### config.mk
export PLATFORM = sky130hd
export DESIGN_NAME = joy_axis_ctrl
export DESIGN_NICKNAME = d
export VERILOG_FILES = /design/src/rtl/joy_pkg.sv /design/src/rtl/joy_prescaler.sv /design/src/rtl/joy_axis_counter.sv /design/src/rtl/joy_axis_ctrl.sv
export SDC_FILE = /design/constraint.sdc
export NUM_CORES = 1
export LEC_CHECK = 0
export ABC_AREA = 1
export BUFFER_PORTS_ARGS = -buffer_cell sky130_fd_sc_hd__buf_4
export CAP_MARGIN = 5
export CORE_AREA = 2 2 132 134
export DETAILED_ROUTE_END_ITERATION = 8
export DIE_AREA = 0 0 134 136
export GPL_TIMING_DRIVEN = 0
export HOLD_SLACK_MARGIN = 0.1
export PLACE_DENSITY = 0.66
export SETUP_SLACK_MARGIN = 0.1
export SLEW_MARGIN = 25
export SYNTH_ARGS = -nofsm -noshare
export SYNTH_HDL_FRONTEND = slang
export SYNTH_SLANG_ARGS = --single-unit
### constraint.sdc
create_clock -name clk -period 3.5 [get_ports clk]
set_input_delay 0.7 -clock clk [delete_from_list [all_inputs] [get_ports clk]]
set_output_delay 0.7 -clock clk [all_outputs]
set_load 0.01 [all_outputs]
### src/rtl/joy_pkg.sv
// Shared types and register offsets for the joystick axis timing converter.
package joy_pkg;

    localparam int JOY_AXES = 4;

    localparam logic [2:0] OFS_LEGACY = 3'd0;
    localparam logic [2:0] OFS_AXCFG  = 3'd1;
    localparam logic [2:0] OFS_RESULT = 3'd2;
    localparam logic [2:0] OFS_HWCFG  = 3'd4;

    typedef enum logic [1:0] {
        RATE_FULL  = 2'd0,
        RATE_DIV_B = 2'd1,
        RATE_DIV_C = 2'd2,
        RATE_DIV_D = 2'd3
    } rate_e;

    typedef struct packed {
        logic                cont;
        logic [1:0]          sel;
        logic [JOY_AXES-1:0] en;
    } axcfg_t;

    typedef struct packed {
        logic  legacy;
        rate_e rate;
        logic  irq_en;
    } hwcfg_t;

endpackage

### src/rtl/joy_prescaler.sv
// Tick generator for the axis counters.
// Emits tick once every 1, DIV_B, DIV_C or DIV_D cycles, chosen by rate.
// Assumes clr restarts the phase so the first tick comes a full period
// after a measurement start.
module joy_prescaler
    import joy_pkg::*;
#(
    parameter int DIV_B = 2,
    parameter int DIV_C = 20,
    parameter int DIV_D = 200
) (
    input  logic  clk,
    input  logic  rst_n,
    input  logic  clr,
    input  rate_e rate,
    output logic  tick
);
    localparam int PW = (DIV_D > 2) ? $clog2(DIV_D) : 1;

    logic [PW-1:0] phase_q;
    logic [PW-1:0] limit;

    // Terminal phase value for the selected rate.
    always_comb begin
        case (rate)
            RATE_DIV_B: limit = PW'(DIV_B - 1);
            RATE_DIV_C: limit = PW'(DIV_C - 1);
            RATE_DIV_D: limit = PW'(DIV_D - 1);
            default:    limit = '0;
        endcase
    end

    assign tick = (phase_q >= limit);

    // Phase counter, wraps on tick, restarted by clr.
    always_ff @(posedge clk) begin
        if (!rst_n || clr || tick) phase_q <= '0;
        else                       phase_q <= phase_q + 1'b1;
    end
endmodule

### src/rtl/joy_axis_counter.sv
// One axis timer. On start it restarts from zero when the axis is enabled,
// then counts ticks while cmp is high and freezes when cmp falls.
// Assumes start and tick are single-cycle qualifiers from the parent.
module joy_axis_counter #(
    parameter int CNT_W = 16
) (
    input  logic             clk,
    input  logic             rst_n,
    input  logic             start,
    input  logic             enable,
    input  logic             tick,
    input  logic             cmp,
    output logic [CNT_W-1:0] count,
    output logic             busy
);
    localparam logic [CNT_W-1:0] CNT_MAX = '1;

    // Count while busy and cmp high, saturate at CNT_MAX, stop on cmp low.
    always_ff @(posedge clk) begin
        if (!rst_n) begin
            count <= '0;
            busy  <= 1'b0;
        end else if (start) begin
            busy <= enable;
            if (enable) count <= '0;
        end else if (busy) begin
            if (!cmp)                        busy  <= 1'b0;
            else if (tick && count != CNT_MAX) count <= count + 1'b1;
        end
    end
endmodule

### src/rtl/joy_axis_ctrl.sv
// Joystick axis timing converter top.
// Holds the two configuration registers, starts measurements on writes to
// the legacy or result offsets, latches results on completion, raises the
// ready flag and interrupt, and serves reads through a combinational mux.
// Assumes bus_wr is a one-cycle strobe per access.
module joy_axis_ctrl
    import joy_pkg::*;
#(
    parameter int CNT_W = 16,
    parameter int DIV_B = 2,
    parameter int DIV_C = 20,
    parameter int DIV_D = 200
) (
    input  logic                clk,
    input  logic                rst_n,
    input  logic [2:0]          bus_addr,
    input  logic                bus_wr,
    input  logic [7:0]          bus_wdata,
    output logic [15:0]         bus_rdata,
    input  logic [JOY_AXES-1:0] axis_cmp,
    output logic                irq,
    output logic                legacy_en
);
    localparam int RD_PAD = 16 - CNT_W;

    axcfg_t              axcfg_q;
    hwcfg_t              hwcfg_q;
    logic                measuring_q;
    logic                ready_q;
    logic                irq_q;
    logic [JOY_AXES-1:0] run_en_q;
    logic [CNT_W-1:0]    result_q [JOY_AXES];
    logic [CNT_W-1:0]    count    [JOY_AXES];
    logic [JOY_AXES-1:0] busy;
    logic                tick;
    logic                trigger;
    logic                done;
    logic                start;

    assign trigger   = bus_wr && (bus_addr == OFS_LEGACY || bus_addr == OFS_RESULT);
    assign done      = measuring_q && (busy == '0);
    assign start     = trigger || (done && axcfg_q.cont);
    assign irq       = irq_q;
    assign legacy_en = hwcfg_q.legacy;

    joy_prescaler #(
        .DIV_B (DIV_B),
        .DIV_C (DIV_C),
        .DIV_D (DIV_D)
    ) presc_i (
        .clk   (clk),
        .rst_n (rst_n),
        .clr   (start),
        .rate  (hwcfg_q.rate),
        .tick  (tick)
    );

    for (genvar a = 0; a < JOY_AXES; a++) begin : g_axis
        joy_axis_counter #(.CNT_W(CNT_W)) cnt_i (
            .clk    (clk),
            .rst_n  (rst_n),
            .start  (start),
            .enable (axcfg_q.en[a]),
            .tick   (tick),
            .cmp    (axis_cmp[a]),
            .count  (count[a]),
            .busy   (busy[a])
        );
    end

    // Configuration register writes.
    always_ff @(posedge clk) begin
        if (!rst_n) begin
            axcfg_q <= '0;
            hwcfg_q <= '0;
        end else if (bus_wr) begin
            if (bus_addr == OFS_AXCFG) axcfg_q <= axcfg_t'(bus_wdata[6:0]);
            if (bus_addr == OFS_HWCFG) hwcfg_q <= hwcfg_t'(bus_wdata[3:0]);
        end
    end

    // Measurement sequencing: start wins over a same-edge completion.
    always_ff @(posedge clk) begin
        if (!rst_n) begin
            measuring_q <= 1'b0;
            ready_q     <= 1'b0;
            irq_q       <= 1'b0;
            run_en_q    <= '0;
        end else begin
            irq_q <= 1'b0;
            if (trigger) begin
                measuring_q <= 1'b1;
                ready_q     <= 1'b0;
                run_en_q    <= axcfg_q.en;
            end else if (done) begin
                ready_q     <= 1'b1;
                irq_q       <= hwcfg_q.irq_en && (run_en_q != '0);
                measuring_q <= axcfg_q.cont;
                if (axcfg_q.cont) run_en_q <= axcfg_q.en;
            end
        end
    end

    // Result latches for the axes that took part in the finished pass.
    always_ff @(posedge clk) begin
        if (!rst_n) begin
            for (int a = 0; a < JOY_AXES; a++) result_q[a] <= '0;
        end else if (done && !trigger) begin
            for (int a = 0; a < JOY_AXES; a++)
                if (run_en_q[a]) result_q[a] <= count[a];
        end
    end

    // Read mux.
    always_comb begin
        case (bus_addr)
            OFS_AXCFG:  bus_rdata = {8'h00, ready_q, axcfg_q};
            OFS_RESULT: bus_rdata = {{RD_PAD{1'b0}}, result_q[axcfg_q.sel]};
            OFS_HWCFG:  bus_rdata = {12'h000, hwcfg_q};
            default:    bus_rdata = 16'h0000;
        endcase
    end
endmodule

==> summary.md, run 1 <==
* 134 um — horizontal extent of the die
* 0 — initial antenna violation count
* 7 — number of detailed-routing iterations run before antenna repair
* 56.0% — Finished Core Util
* 1,095 — gate count after technology mapping
* complete, no violations — status
* g_axis[3].cnt_i.count[15] — hold path start
* 22,700 um — DRT Wirelength
* 45.6% — max-slew headroom at the worst pin
* 16.3 um — routed length per instance
* 390 ps — maximum single-stage delay on the critical path
* 0 — final number of hold-violating endpoints
* 0 — ANT nets after route
* 5.25 — average vias per placed instance
* 17 — maximum number of pins on one net before global-route repair
* 2800 ps — endpoint required time on the critical path
* 2 — number of stages on the worst hold path
* 17,200 um — Detail Placement HPWL
* 0.0169 mm2 — standard cell core area
* 1,180 — number of nets in the final layout
* 84.8% — crit share post-route
* 414 mW/mm2 — power per standard cell area
* 160 — total of flip-flops plus latches after synthesis
* 0.00832 mm2 — Synth Cell Area
* 7.60 um2 — mean post-synth cell area
* 4.29% — global-route track usage on met3
* 0 — Post-CTS Repair Setup Buffers
* 1,588 — layout filler cell count
* 1,124 — synthesized netlist net count
* 2270 ps — Data arrival, critical path
* no — RSZ-0062 raised after global routing
* buf_4 -> nor3_4 -> clkinv_1 -> a221o_1 -> o21ai_0 -> buf_4 — cell-by-cell listing of the critical path
* hwcfg_q[2] — worst r2r src
* 0.00387 mm2 — area of the multi-input gates
* 232 x sky130_fd_sc_hd__nand2_1, 201 x sky130_fd_sc_hd__nor2_1, 102 x sky130_fd_sc_hd__inv_1 — top library cells by usage in the layout, fill and taps aside
* 0 ps — total negative slack for setup checks
* primary output — kind of capture point of the worst setup path
* 136 um — Chip Height
* 640 — First DRT Iteration DRCs
* 4 — CTS HTree Levels
* 40.6% — met2 usage
* 0.00384 mm2 — sequential cell area in the final layout
* g_axis[3].cnt_i.count[15] — end point of the most critical hold path
* sky130_fd_sc_hd__clkbuf_16 — Root Buffer
* 48 — number of placement rows
* 12.2% — share of cells above drive strength 1
* buffers and inverters — kind of cell adding the most delay to the critical path
* 0 — Max-cap violations
* 0 — number of hold buffers added after cts
* 17 — CTS Buf Count
* 0 — total congestion overflow
* 0 — YS warnings
* input port — crit path launch type
* yes — TritonCTS clock tree
* 2970 ps — post-layout minimum cycle time
* 0.932 — final weighted congestion in routability-driven placement
* 337 MHz — maximum clock frequency
* 2 — maximum root-to-sink buffer count
* 0 — antenna cells
* 39 — number of library cell types mapped by synthesis
* in2out — classification of the worst setup path
* 1280 ps — slack of the worst reg-to-reg path
* 7,288 — via count
* sky130_fd_sc_hd__clkinv_1 — standard cell with the maximum stage delay on the critical path
* 0 — count of unresolved DRC violations after routing
* 0 — max-slew violation count
* met2 — most crowded layer after global routing
* 0.000371 V — worst ir drop on vdd
* 49.3% — Starting Density
* 36 — number of ports placed on the die boundary
* 10 — largest fanout on the critical path
* sky130_fd_sc_hd__buf_4 — cell type with the highest occurrence count on the critical path
* 60 ps — clock transition at the registers of the reported paths
* reg2reg — Hold Crit Class
* 44.4% — Clock Power Share
* 35,800 um — first-pass GRT wire length
* 10 — path depth of the worst reg2reg path
* 0 — number of resized instances in the post-cts repair step
* 160 — total clock sinks
* 0.00344 uW — Static Leakage
* 6 — CP Depth
* 430 ps — clock insertion delay at the later pin of the skew report
* 23.1% — sw frac
* g_axis[3].cnt_i.count[2] — terminus of the critical flop-to-flop path
* 1,357 — dpl cells
* 3 — total buffers and inverters traversed by the critical path
* 5.0% — Combinational Power Share
* 33 — number of port buffers
* sky130_fd_sc_hd__nand2_1 — leading cell type in the layout, fill and taps excluded
* 25.8% — global-route total usage across every layer
* 0 — endpoints failing setup
* 8.26 ps — worst clock skew
* 50.6% — register share of total power
* 13.6% — Area growth syn-to-layout
* 1,389 — non-filler cells, final
* 816 ps — pin slew with the least headroom to its limit
* 36.6% — global routing met1 resource utilization
* 3010 uW — cell-internal power
* 46.2% — sequential fraction of the synthesis area
* 0.0182 mm2 — die area
* 6,721 — via count of the first global-routing pass
* 903 uW — power dissipated by switching net loads
-- power groups by stage --
stage / Sequential (uW) / Clock (uW) / Combinational [uW]
floorplan: 2010 / 0 / 109
global placement: 2020 / 0 / 187
detailed placement: 2020 / 0 / 195
CTS: 1980 / 1750 / 196
global route: 1980 / 1840 / 214
finish: 1980 / 1740 / 196
-- Yosys cell counts --
library cell / n / area share, %
sky130_fd_sc_hd__clkbuf_1: 14 / 0.63
sky130_fd_sc_hd__a221o_1: 2 / 0.24
sky130_fd_sc_hd__nor4_1: 2 / 0.15
sky130_fd_sc_hd__nor2_4: 5 / 0.68
sky130_fd_sc_hd__nor2_1: 201 / 9.1
sky130_fd_sc_hd__a211oi_1: 1 / 0.090
sky130_fd_sc_hd__buf_1: 2 / 0.090
sky130_fd_sc_hd__nand3_1: 88 / 5.3
sky130_fd_sc_hd__xor2_1: 30 / 3.2
sky130_fd_sc_hd__or2_2: 4 / 0.30
sky130_fd_sc_hd__nand4_1: 19 / 1.4
sky130_fd_sc_hd__a32o_1: 2 / 0.24
sky130_fd_sc_hd__buf_6: 6 / 0.81
sky130_fd_sc_hd__o21a_1: 1 / 0.090
sky130_fd_sc_hd__buf_2: 11 / 0.66
sky130_fd_sc_hd__o21ai_0: 45 / 2.7
sky130_fd_sc_hd__ha_1: 11 / 1.7
sky130_fd_sc_hd__nand2_1: 232 / 10
sky130_fd_sc_hd__nor3_1: 30 / 1.8
sky130_fd_sc_hd__dfxtp_1: 96 / 23
sky130_fd_sc_hd__nor3_2: 3 / 0.36
sky130_fd_sc_hd__inv_4: 1 / 0.075
sky130_fd_sc_hd__inv_1: 102 / 4.6
sky130_fd_sc_hd__buf_4: 3 / 0.27
sky130_fd_sc_hd__a21oi_1: 64 / 3.8
sky130_fd_sc_hd__clkinv_1: 2 / 0.090
sky130_fd_sc_hd__nand3_2: 10 / 1.2
sky130_fd_sc_hd__nor3_4: 2 / 0.39
sky130_fd_sc_hd__nand2_2: 5 / 0.38
sky130_fd_sc_hd__nor3b_2: 1 / 0.15
sky130_fd_sc_hd__nand4_2: 1 / 0.15
sky130_fd_sc_hd__xnor2_1: 1 / 0.11
sky130_fd_sc_hd__nand2_4: 2 / 0.27
sky130_fd_sc_hd__nor3b_1: 2 / 0.18
sky130_fd_sc_hd__nand3b_1: 4 / 0.36
sky130_fd_sc_hd__inv_2: 5 / 0.23
sky130_fd_sc_hd__nor2_2: 13 / 0.98
sky130_fd_sc_hd__o22ai_1: 8 / 0.60
sky130_fd_sc_hd__edfxtp_1: 64 / 23
-- per-stage QoR --
step	hold WS (ps)	worst slack [ps]	area [um2]	total power (uW)
2_1_floorplan	419	725	8320	2120
3_3_place_gp	431	-126	8850	2210
3_5_place_dp	437	557	8910	2210
4_1_cts	450	536	9450	3930
5_1_grt	499	426	9450	4030
6_report	444	532	9450	3910
-- layout make-up --
type,count,share of cell area (%)
Clock inverter,12,1.01
Inverter,110,4.40
Buffer,36,2.17
Sequential cell,160,40.7
Timing Repair Buffer,37,3.10
Tap cell,225,2.98
Clock buffer,20,4.73
Multi-Input combinational cell,789,41.0
-- worst register-to-register path, delay by kind of cell (launching register included) --
kind            cells  cell delay [ps]
simple gates        7             1130
flops               1              390
fa+ha+maj           1              310
compound gates      2              350
-- kinds of logic (layout without fill, tap and decap cells) --
group	count (synthesis)	in the layout	synth area share, %
buffers and inverters	146	215	7.46
xor gates and xnor gates	31	31	3.26
AOI/OAI and AO/OA	123	123	7.82
DFF	160	160	46.2
and+or+nand+nor	624	624	33.6
adders and majority gates	11	11	1.65
-- how the worst max path moves through the flow --
stage	startpoint	end	slack (ps)
after floorplan	bus_addr[0]	result_q[0][0]	720
after global placement	bus_addr[0]	result_q[1][10]	-130
after detailed placement	bus_addr[2]	bus_rdata[6]	560
after CTS	bus_addr[2]	bus_rdata[7]	540
after global routing	bus_addr[2]	bus_rdata[7]	430
final	bus_addr[2]	bus_rdata[7]	530
-- metal layers --
layer | up-vias | part of all wire, %
met3 | 25 | 5.7
met2 | 210 | 45
met5 | - | 0
met1 | 3354 | 47
li1 | 3699 | -
met4 | 0 | 1.9
-- state kept, by name (all words and copies together), names as in the netlist, 3 cells and up, named ones only --
signal / count
g_axis.cnt_i.busy: 4
result_q: 64
axcfg_q: 7
g_axis.cnt_i.count: 64
presc_i.phase_q: 8
run_en_q: 4
hwcfg_q: 3
(Power assumes the default switching activity.)
==> run 2: changes to the inputs <==
Settings changed: ABC_AREA 1 to 0, CORE_AREA 2 2 132 134 to 2 2 128 130, DIE_AREA 0 0 134 136 to 0 0 130 132.
Clock period 3.5 ns to 2.82 ns, I/O delays scaled along.
==> run 2 against run 1 <==
Effect of this change:
- power is 29% higher
- via count fell by 12%
- register-to-register slack worse by 1100 ps
- synthesized cell count decreased by 31%
- final area decreased by 3.8%
- first-iteration DRC count is 26% higher
- core utilization up 1.8 points
- sequential power up 25%
==> summary.md, run 2 <==
* 556 mW/mm2 — power per standard cell area
* register — kind of capture point of the worst setup path
* 5050 uW — total design power
* 0 — initial antenna violation count
* 160 — total clock sinks
* 49.7% — sequential fraction of the synthesis area
* 0.00375 mm2 — area of the multi-input gates
* 16,000 um — Detail Placement HPWL
* 0.0172 mm2 — die area
* 855 — number of nets in the final layout
* 9.13 ps — worst clock skew
* 94.2% — crit share post-route
* 75 — number of library cell types mapped by synthesis
* 0.00830 mm2 — dpl cell area
* 3180 ps — endpoint required time on the critical path
* 788 — synthesized netlist net count
* 46 — number of placement rows
* 17.4% — Area growth syn-to-layout
* 0 — total congestion overflow
* 26.0% — global-route total usage across every layer
* 0 — antenna cells
* sky130_fd_sc_hd__dfxtp_1 — most frequently used cell type in the post-synthesis netlist
* reg2reg — classification of the worst setup path
* sky130_fd_sc_hd__clkbuf_16 — Root Buffer
* 0 — Max-cap violations
* g_axis.cnt_i.count: 64 flops, result_q: 64 flops, presc_i.phase_q: 8 flops — registers with the most flip-flops
* no — RSZ-0062 raised after global routing
* sky130_fd_sc_hd__dfxtp_1 — leading cell type in the layout, fill and taps excluded
* 0 — ANT nets after route
* 17 — maximum number of pins on one net before global-route repair
* or2_4 -> ha_4 -> nand2b_4 -> a2111oi_4 -> o311ai_4 -> buf_4 -> buf_6 -> nand3_4 -> or3_1 -> o21ai_0 — cell-by-cell listing of the critical path
* -253 ps — setup slack at placement
* 96 x sky130_fd_sc_hd__dfxtp_1, 76 x sky130_fd_sc_hd__and3_1, 72 x sky130_fd_sc_hd__nand2_1, 64 x sky130_fd_sc_hd__edfxtp_1, 64 x sky130_fd_sc_hd__nor2_1 — Synth top cells by count
* 70 ps — clock transition at the registers of the reported paths
* 0 — max-slew violation count
* 6,188 — via count of the first global-routing pass
* 0 — YS warnings
* 440 ps — clock insertion delay at the later pin of the skew report
* 0.993 — final weighted congestion in routability-driven placement
* 830 ps — pin slew with the least headroom to its limit
* 2 — total buffers and inverters traversed by the critical path
* 21,700 um — DRT Wirelength
* 0.0157 mm2 — standard cell core area
* 0% — Async S/R FF share, synth
* 18.1% — share of cells above drive strength 1
* 163 ps — worst setup margin
* 0.00774 mm2 — Synth Cell Area
* yes — TritonCTS clock tree
* 94 x sky130_fd_sc_hd__dfxtp_1, 75 x sky130_fd_sc_hd__and3_1, 70 x sky130_fd_sc_hd__nand2_1 — top library cells by usage in the layout, fill and taps aside
* 1,320 — layout filler cell count
* 0.00337 uW — Static Leakage
* sky130_fd_sc_hd__o311ai_4 — standard cell with the maximum stage delay on the critical path
* 160 — total of flip-flops plus latches after synthesis
* sky130_fd_sc_hd__dfxtp_1 25%, sky130_fd_sc_hd__edfxtp_1 25%, sky130_fd_sc_hd__and3_1 6.1%, sky130_fd_sc_hd__mux4_2 4.7%, sky130_fd_sc_hd__o21ai_0 3.9% — top cells by area, synth
* 580 ps — maximum single-stage delay on the critical path
* 132 um — Chip Height
* 1,011 — dpl cells
* 130 um — horizontal extent of the die
* 6.09 — average vias per placed instance
* 2 — maximum root-to-sink buffer count
* 5 — number of detailed-routing iterations run before antenna repair
* 4 — CTS HTree Levels
* sky130_fd_sc_hd__dfxtp_1 — post-synth top area cell
* 6,422 — via count
* 10.2 um2 — mean post-synth cell area
* 0.00385 mm2 — sequential cell area in the final layout
* 0 — final number of hold-violating endpoints
* 759 — gate count after technology mapping
* 0.00909 mm2 — final standard cell area without fillers
* 33,800 um — first-pass GRT wire length
* 49.3% — Starting Density
* 24.8% — fraction of post-synthesis cell area in the top cell type by area
* 0 — count of unresolved DRC violations after routing
* 17 — CTS Buf Count
* complete, no violations — status
* 2660 ps — post-layout minimum cycle time
* 20.6 um — routed length per instance
* 8 — largest fanout on the critical path
* 64 — number of enable flip-flop cells after synthesis
* 0.000469 V — worst ir drop on vdd
* 33 — number of port buffers
* 808 — First DRT Iteration DRCs
* 367 ps — hold_ws
* 36 — number of ports placed on the die boundary
* sky130_fd_sc_hd__dfxtp_1 — most instantiated flip-flop cell in the synthesis netlist
* 0 — endpoints failing setup
* 376 MHz — maximum clock frequency
* 1,055 — non-filler cells, final
* 3010 ps — Data arrival, critical path
* simple AND/OR/NAND/NOR gates — kind of cell adding the most delay to the critical path
* in2reg — Hold Crit Class
* register — crit path launch type
* 44.2% — max-slew headroom at the worst pin
[run 2: metrics by stage]
stage               utilization (%)  setup TNS [ps]
floorplan                         -               0
global placement               52.6          -15330
detailed placement             52.9           -1670
CTS                            57.1               0
global route                   57.9               0
finish                         57.9               0
[run 2: final cells by class]
type	count	area share, %
Inverter	13	0.537
Multi-Input combinational cell	553	41.2
Timing Repair Buffer	48	4.18
Buffer	33	2.23
Tap cell	216	2.97
Sequential cell	160	42.3
Clock inverter	8	0.840
Clock buffer	24	5.66
[run 2: power by group]
part           switching, uW  internal (uW)  total, uW
Combinational            168            114        281
Clock                    930           1370       2300
Sequential              27.0           2450       2470
[run 2: final timing paths]
| kind | from | end | slack (ps) | cells after the start |
|---|---|---|---|---|
| setup / recovery | hwcfg_q[2] | g_axis[3].cnt_i.count[14] | 160 | 10 |
| hold / removal | bus_wdata[6] | axcfg_q[6] | 370 | 3 |
| setup reg to reg | hwcfg_q[2] | g_axis[3].cnt_i.count[14] | 160 | 10 |
| hold reg to reg | presc_i.phase_q[0] | presc_i.phase_q[0] | 480 | 1 |
[run 2: logic make-up (layout without fill, tap and decap cells)]
kind of cell               count (synthesis)  in the layout  synth area share (%)
buffers and inverters                     46            126                  2.89
adders and majority gates                 11             11                  1.78
muxes                                     28             28                  6.21
and+or+nand+nor                          343            343                  23.7
AOI/OAI and AO/OA                        155            155                  14.0
xor gates and xnor gates                  16             16                  1.81
DFF                                      160            160                  49.7
[run 2: worst reg2reg max path, cell delays in order (launching register included)]
cell,delay [ps]
sky130_fd_sc_hd__dfxtp_4,360
sky130_fd_sc_hd__or2_4,260
sky130_fd_sc_hd__ha_4,260
sky130_fd_sc_hd__nand2b_4,120
sky130_fd_sc_hd__a2111oi_4,70
sky130_fd_sc_hd__o311ai_4,580
sky130_fd_sc_hd__buf_4,220
sky130_fd_sc_hd__buf_6,160
sky130_fd_sc_hd__nand3_4,120
sky130_fd_sc_hd__or3_1,350
sky130_fd_sc_hd__o21ai_0,80
[run 2: routing by layer]
layer  track usage, %  wire length [um]  share of wire, %  up-vias
met5                0                 0                 0        -
met4             8.72               490               2.3        0
met3             4.50              1490               6.9       38
met2             41.4             10400                48      281
met1             35.8              9320                43     3117
li1                 -                 -                 -     2986
[run 2: repair_timing]
| action | 4_1_cts | 5_1_grt |
|---|---|---|
| gates resized for setup | 11 | 19 |
| hold buffers | 0 | 0 |
| pin swaps | 3 | 4 |
| endpoints found under the hold margin | 0 | 0 |
| cloned | 1 | 3 |
| buffers inserted | 2 | 6 |
| endpoints found under the setup margin | 48 | 61 |
